**config.mk**
```make
export PLATFORM = sky130hd
export DESIGN_NAME = flk_top
export DESIGN_NICKNAME = d
export VERILOG_FILES = /design/src/rtl/flk_pkg.sv /design/src/rtl/flk_timer.sv /design/src/rtl/flk_gain.sv /design/src/rtl/flk_sel.sv /design/src/rtl/flk_top.sv
export SDC_FILE = /design/constraint.sdc
export NUM_CORES = 1
export LEC_CHECK = 0
export BUFFER_PORTS_ARGS = -buffer_cell sky130_fd_sc_hd__buf_2
export CELL_PAD_IN_SITES_DETAIL_PLACEMENT = 1
export CELL_PAD_IN_SITES_GLOBAL_PLACEMENT = 2
export CORE_ASPECT_RATIO = 2
export CORE_MARGIN = 5
export CORE_UTILIZATION = 32
export CTS_CLUSTER_SIZE = 8
export DETAILED_ROUTE_END_ITERATION = 8
export GPL_TIMING_DRIVEN = 0
export HOLD_SLACK_MARGIN = 0.1
export PLACE_DENSITY_LB_ADDON = 0.12
export SLEW_MARGIN = 40
export SYNTH_ARGS = -nofsm -noshare
export SYNTH_HDL_FRONTEND = slang
export SYNTH_SLANG_ARGS = --single-unit
```
**constraint.sdc**
```tcl
create_clock -name clk -period 2.9 [get_ports clk]
set_input_delay 0.145 -clock clk [delete_from_list [all_inputs] [get_ports clk]]
set_output_delay 0.145 -clock clk [all_outputs]
set_load 0.02 [all_outputs]
```
**src/rtl/flk_pkg.sv**
```systemverilog
package flk_pkg;
  localparam logic [1:0] FAST_ARMED = 2'b11;
  localparam int unsigned PERIOD_BASE = 3;
  localparam int unsigned PERIOD_SHIFT = 2;
endpackage

```
**src/rtl/flk_timer.sv**
```systemverilog
module flk_timer #(
  parameter int unsigned TMR_W = 4,
  parameter int unsigned BASE  = 3,
  parameter int unsigned SHIFT = 2
) (
  input  logic             clk,
  input  logic             rst_n,
  input  logic             start,
  input  logic             stop,
  input  logic             tick_en,
  input  logic [TMR_W-1:0] tmr_code,
  output logic             active,
  output logic             expire
);
  localparam int unsigned CNT_W = TMR_W + SHIFT + 1;

  logic [CNT_W-1:0] count_q;
  logic [CNT_W-1:0] lim_q;
  logic [CNT_W-1:0] lim_d;
  logic             last;

  // period length is fixed at the start of each run
  assign lim_d  = CNT_W'(BASE) + (CNT_W'(tmr_code) << SHIFT);
  assign last   = (count_q + CNT_W'(1)) >= lim_q;
  assign expire = active && tick_en && last && !start && !stop;

  always_ff @(posedge clk or negedge rst_n) begin
    if (!rst_n) begin
      active  <= 1'b0;
      count_q <= '0;
      lim_q   <= CNT_W'(BASE);
    end else if (stop) begin
      active  <= 1'b0;
      count_q <= '0;
    end else if (start) begin
      active  <= 1'b1;
      count_q <= '0;
      lim_q   <= lim_d;
    end else if (active && tick_en) begin
      if (last) begin
        active  <= 1'b0;
        count_q <= '0;
      end else begin
        count_q <= count_q + CNT_W'(1);
      end
    end
  end

  // the count never reaches the latched limit
  a_r4_count_in_window: assert property (@(posedge clk) disable iff (!rst_n)
    active |-> (count_q < lim_q));

  // a start always begins from zero
  a_r6_restart_zero: assert property (@(posedge clk) disable iff (!rst_n)
    (start && !stop) |=> (active && count_q == '0));

  // with no tick enable the running count is frozen
  a_r7_hold_without_tick: assert property (@(posedge clk) disable iff (!rst_n)
    (active && !tick_en && !start && !stop) |=> (active && $stable(count_q)));
endmodule

```
**src/rtl/flk_gain.sv**
```systemverilog
module flk_gain (
  input  logic clk,
  input  logic rst_n,
  input  logic wr,
  input  logic gain_in,
  input  logic expire,
  input  logic init_wr,
  output logic gain_q,
  output logic parked
);
  always_ff @(posedge clk or negedge rst_n) begin
    if (!rst_n) begin
      gain_q <= 1'b0;
    end else if (wr) begin
      gain_q <= gain_in;
    end else if (expire) begin
      gain_q <= 1'b0;
    end
  end

  always_ff @(posedge clk or negedge rst_n) begin
    if (!rst_n) begin
      parked <= 1'b1;
    end else if (init_wr) begin
      parked <= 1'b1;
    end else if (wr) begin
      parked <= 1'b0;
    end
  end

  // an initialization strobe parks the pump
  a_r8_init_parks: assert property (@(posedge clk) disable iff (!rst_n)
    init_wr |=> parked);

  // an expiry with no competing write clears the gain bit
  a_r5_expire_clears: assert property (@(posedge clk) disable iff (!rst_n)
    (expire && !wr) |=> !gain_q);
endmodule

```
**src/rtl/flk_sel.sv**
```systemverilog
module flk_sel #(
  parameter int unsigned CODE_W = 3
) (
  input  logic              armed,
  input  logic              active,
  input  logic              gain_q,
  input  logic              parked,
  input  logic              tristate_req,
  input  logic [CODE_W-1:0] cur_norm,
  input  logic [CODE_W-1:0] cur_fast,
  output logic [CODE_W-1:0] cp_code,
  output logic              filt_sw_on,
  output logic              cp_hiz
);
  logic use_fast;

  always_comb begin
    if (armed) use_fast = active;
    else       use_fast = gain_q;
  end

  assign cp_code    = use_fast ? cur_fast : cur_norm;
  assign filt_sw_on = armed && active;
  assign cp_hiz     = parked || tristate_req;
endmodule

```
**src/rtl/flk_top.sv**
```systemverilog
module flk_top #(
  parameter int unsigned CODE_W = 3,
  parameter int unsigned TMR_W  = 4
) (
  input  logic              clk,
  input  logic              rst_n,
  input  logic              pfd_tick,
  input  logic              pwr_down,
  input  logic [1:0]        fast_mode,
  input  logic              gain_in,
  input  logic [TMR_W-1:0]  tmr_code,
  input  logic [CODE_W-1:0] cur_norm,
  input  logic [CODE_W-1:0] cur_fast,
  input  logic              nreg_wr,
  input  logic              init_wr,
  input  logic              tristate_req,
  output logic [CODE_W-1:0] cp_code,
  output logic              filt_sw_on,
  output logic              cp_hiz,
  output logic              gain_out
);
  import flk_pkg::*;

  logic armed, wr_eff, start, stop, tick_en;
  logic active, expire, gain_q, parked;

  assign armed   = (fast_mode == FAST_ARMED);
  assign wr_eff  = nreg_wr && !init_wr;
  assign start   = wr_eff && gain_in && armed;
  assign stop    = init_wr || (active && !armed) || (wr_eff && !(gain_in && armed));
  assign tick_en = pfd_tick && !pwr_down;

  flk_timer #(.TMR_W(TMR_W), .BASE(PERIOD_BASE), .SHIFT(PERIOD_SHIFT)) u_timer (
    .clk(clk), .rst_n(rst_n), .start(start), .stop(stop), .tick_en(tick_en),
    .tmr_code(tmr_code), .active(active), .expire(expire)
  );

  flk_gain u_gain (
    .clk(clk), .rst_n(rst_n), .wr(wr_eff), .gain_in(gain_in), .expire(expire),
    .init_wr(init_wr), .gain_q(gain_q), .parked(parked)
  );

  flk_sel #(.CODE_W(CODE_W)) u_sel (
    .armed(armed), .active(active), .gain_q(gain_q), .parked(parked),
    .tristate_req(tristate_req), .cur_norm(cur_norm), .cur_fast(cur_fast),
    .cp_code(cp_code), .filt_sw_on(filt_sw_on), .cp_hiz(cp_hiz)
  );

  assign gain_out = gain_q;

  // a closed bypass switch implies the gain bit is still set
  a_r3_switch_needs_gain: assert property (@(posedge clk) disable iff (!rst_n)
    filt_sw_on |-> gain_out);

  // the timed period ends with the gain bit cleared, unless it was abandoned
  a_r5_end_drops_gain: assert property (@(posedge clk) disable iff (!rst_n)
    ($fell(active) && $past(armed) && !$past(init_wr)) |-> !gain_out);

  // the tri-state request always reaches the pump
  a_r9_tristate_forces: assert property (@(posedge clk) disable iff (!rst_n)
    ($rose(tristate_req) && $past(!parked)) |-> cp_hiz);
endmodule

```
==> impl_metrics.json <==
{
  "die_y_um": 84.83,
  "port_buffers": 25,
  "min_path_cells": 2,
  "num_vias": 831,
  "io-pin-count": 26,
  "syn_nets": 121,
  "cts.sinks": 14,
  "synth-simple-area-share_pct": 21.37,
  "arrival_ns": 2.34,
  "synthCells": 95,
  "yosysTopAreaCell": "dfrtp_1",
  "htree_levels": 1,
  "max_freq_ghz": 0.4604,
  "nets": 152,
  "antenna_found_initial": 0,
  "rsz0062_at_grt": "false",
  "area_delta_synth_final_pct": 24.16,
  "clk_pin_slew_ns": 0.06,
  "ant_nets": 0,
  "synthMuxAreaShare_pct": 9.916,
  "synth.distinct_cells": 34,
  "worstMarginPinSlew_ns": 0.4612,
  "timing.critical_path.buf_inv": 0,
  "grt_max_degree": 15,
  "cts_resized": 0,
  "synth.ff_latch_count": 14,
  "ys_warn_count": 0,
  "cp_top_family": "compound AO/OA/AOI/OAI gates",
  "synth_top_family_by_area": "simple AND/OR/NAND/NOR gates",
  "ys_async_sr_fraction_pct": 100.0,
  "synthXorXnorAreaFrac_pct": 3.911,
  "dieArea_um2": 4022,
  "synth.area.top_cells": "dfrtp_1, mux2_2, ha_1",
  "num_antenna_cells": 0,
  "critPathRequiredTime_ns": 3.07,
  "wl_per_cell_um": 15.73,
  "ys_seq_area_share_pct": 39.25,
  "numCtsBuffers": 3,
  "period_share_pct": 74.90,
  "timing.rr.start": "u_timer.count_q[0]",
  "min_from": "tmr_code[2]",
  "die_x_um": 47.42,
  "rr_endpoint": "u_timer.count_q[2]",
  "root_buffer": "clkbuf_8",
  "synth.top_cells.by_count": "dfrtp_1, nand2_1, nor2_1",
  "fillers": 342,
  "core-area_um2": 2736,
  "hp-class": "in -> reg",
  "slowest_stage": "dfrtp_1",
  "avgSynthCellArea_um2": 9.430,
  "row_count": 27,
  "max_slew_margin_pct": 69.26,
  "grt_pass1_vias": 999,
  "fin_crit_ns": 2.172,
  "power.density_nw_per_um2": 433.4,
  "drv_slew": 0,
  "synth_top_area_share_pct": 36.31,
  "multiInputGateArea_um2": 513.0,
  "power.total_mw": 0.4820,
  "netlist_area_um2": 895.9,
  "p_leak_nw": 0.5230,
  "hold-path-endpoint": "u_timer.lim_q[4]",
  "start_util_pct": 32.74,
  "clk_latency_ns": 0.25,
  "avgViaCountPerCell": 5.396,
  "startpoint": "u_timer.count_q[0]",
  "grt_util_all_layers_pct": 14.40,
  "numPlacedInstances": 149,
  "routed_wl_um": 2423,
  "r2r_setup_slack_ns": 0.73,
  "grt.overflow.total": 0,
  "synth_edf_count": 0,
  "yosysMostFrequentCell": "dfrtp_1",
  "area.sequential_um2": 351.6,
  "grt_pass1_wl_um": 4264,
  "dr.pass1.iters": 2,
  "synth-main-ff-cell": "dfrtp_1",
  "hold_violations": 0,
  "cts_tree": "yes",
  "layout-drive-gt1-share_pct": 32.80,
  "worst-r2r-cell-count": 8,
  "final-setup-viol-count": 0,
  "first_iter_violations": 9,
  "cp_max_fo": 8,
  "cp_cell_sequence": "ha_1 -> nand3_1 -> xnor2_1 -> ha_1 -> o21ai_0 -> a21o_1 -> o211ai_1 -> a21oi_1",
  "drc": 0,
  "cts.path.max_buffers": 2,
  "synth_compound_area_share_pct": 13.69,
  "status": "finished clean",
  "critical_path_class": "reg -> reg",
  "gp_congestion": 0.7022,
  "start_kind": "flip-flop",
  "slowest_delay_ns": 0.43,
  "end_kind": "flip-flop",
  "stdcell_count": 154,
  "synthAdderAreaFrac_pct": 8.380,
  "peakVddDrop_mv": 0.2605,
  "skew_ns": 0.006198,
  "cap_violations": 0,
  "post-dp-hpwl_um": 2002,
  "tns_ns": 0,
  "crit_top_cell": "ha_1"
}
placed cells by master, fill, tap and decap left out, drive strengths merged, types with 3 or more instances in the layout:
| cell type | Yosys | routed |
|---|---|---|
| a21oi | 7 | 7 |
| buf | 1 | 26 |
| clkbuf | 1 | 5 |
| dfrtp | 13 | 13 |
| ha | 6 | 6 |
| inv | 6 | 6 |
| mux2 | 7 | 7 |
| nand2 | 11 | 11 |
| nand3 | 4 | 4 |
| nand4 | 4 | 4 |
| nor2 | 8 | 8 |
| nor3 | 3 | 3 |
sequential cells by signal (all words and copies together) (netlist names):
| signal | cells |
|---|---|
| u_timer.count_q | 7 |
| u_timer.lim_q | 4 |
| u_gain.gain_q | 1 |
| u_gain.parked | 1 |
| u_timer.active | 1 |
report_power, final:
part / leakage [nW] / switching [mW] / internal (mW)
Sequential: 0.183 / 0.00886 / 0.212
Combinational: 0.317 / 0.0445 / 0.0435
Clock: 0.0228 / 0.0753 / 0.0974
Total: 0.523 / 0.129 / 0.353
per-layer routing:
metal	up-vias	routed length, um	GRT usage (%)
met1	413	774	12.98
li1	396	-	-
met4	0	65	7.305
met5	-	0	0
met2	15	1500	27.26
met3	7	82	2.335
cell families (layout without fill, tap and decap cells):
family	count (synthesis)	after routing
AOI/OAI and AO/OA	19	19
adders and majority gates	6	6
muxes	8	8
buffers and inverters	8	38
xor gates and xnor gates	4	4
DFF	14	14
and+or+nand+nor	36	36
cell type report:
cell class	count	area share, %
plain buffers	2	0.7874
clock buffers	4	4.049
inverters	6	2.025
multi-input cells	73	46.12
flip-flops and latches	14	31.61
well taps	29	3.262
repair buffers	26	12.15
stage by stage:
step | setup WS [ns] | area [um2] | hold WS [ns] | util, %
after floorplan | 1.039 | 895.9 | -0.1506 | -
after global placement | 0.7075 | 1057 | 0.06921 | 38.64
after detailed placement | 0.6796 | 1057 | 0.07643 | 38.64
after CTS | 0.6847 | 1112 | 0.1214 | 40.65
after global routing | 0.4712 | 1112 | 0.1254 | 40.65
final | 0.7279 | 1112 | 0.1202 | 40.65
what timing repair did:
action	in CTS	in global routing
hold endpoints to repair	14	0
hold buffers	1	0
buffers inserted	0	0
endpoints found under the setup margin	0	0
worst max path at each step:
stage	slack (ns)	endpoint	cells after the start
after floorplan	1.04	u_timer.count_q[4]	8
after global routing	0.47	u_timer.count_q[3]	8
after CTS	0.68	u_timer.count_q[2]	8
final	0.73	u_timer.count_q[2]	8
after global placement	0.71	u_timer.count_q[4]	8
after detailed placement	0.68	u_timer.count_q[2]	8
No activity file was read; power rests on OpenSTA's default activity.
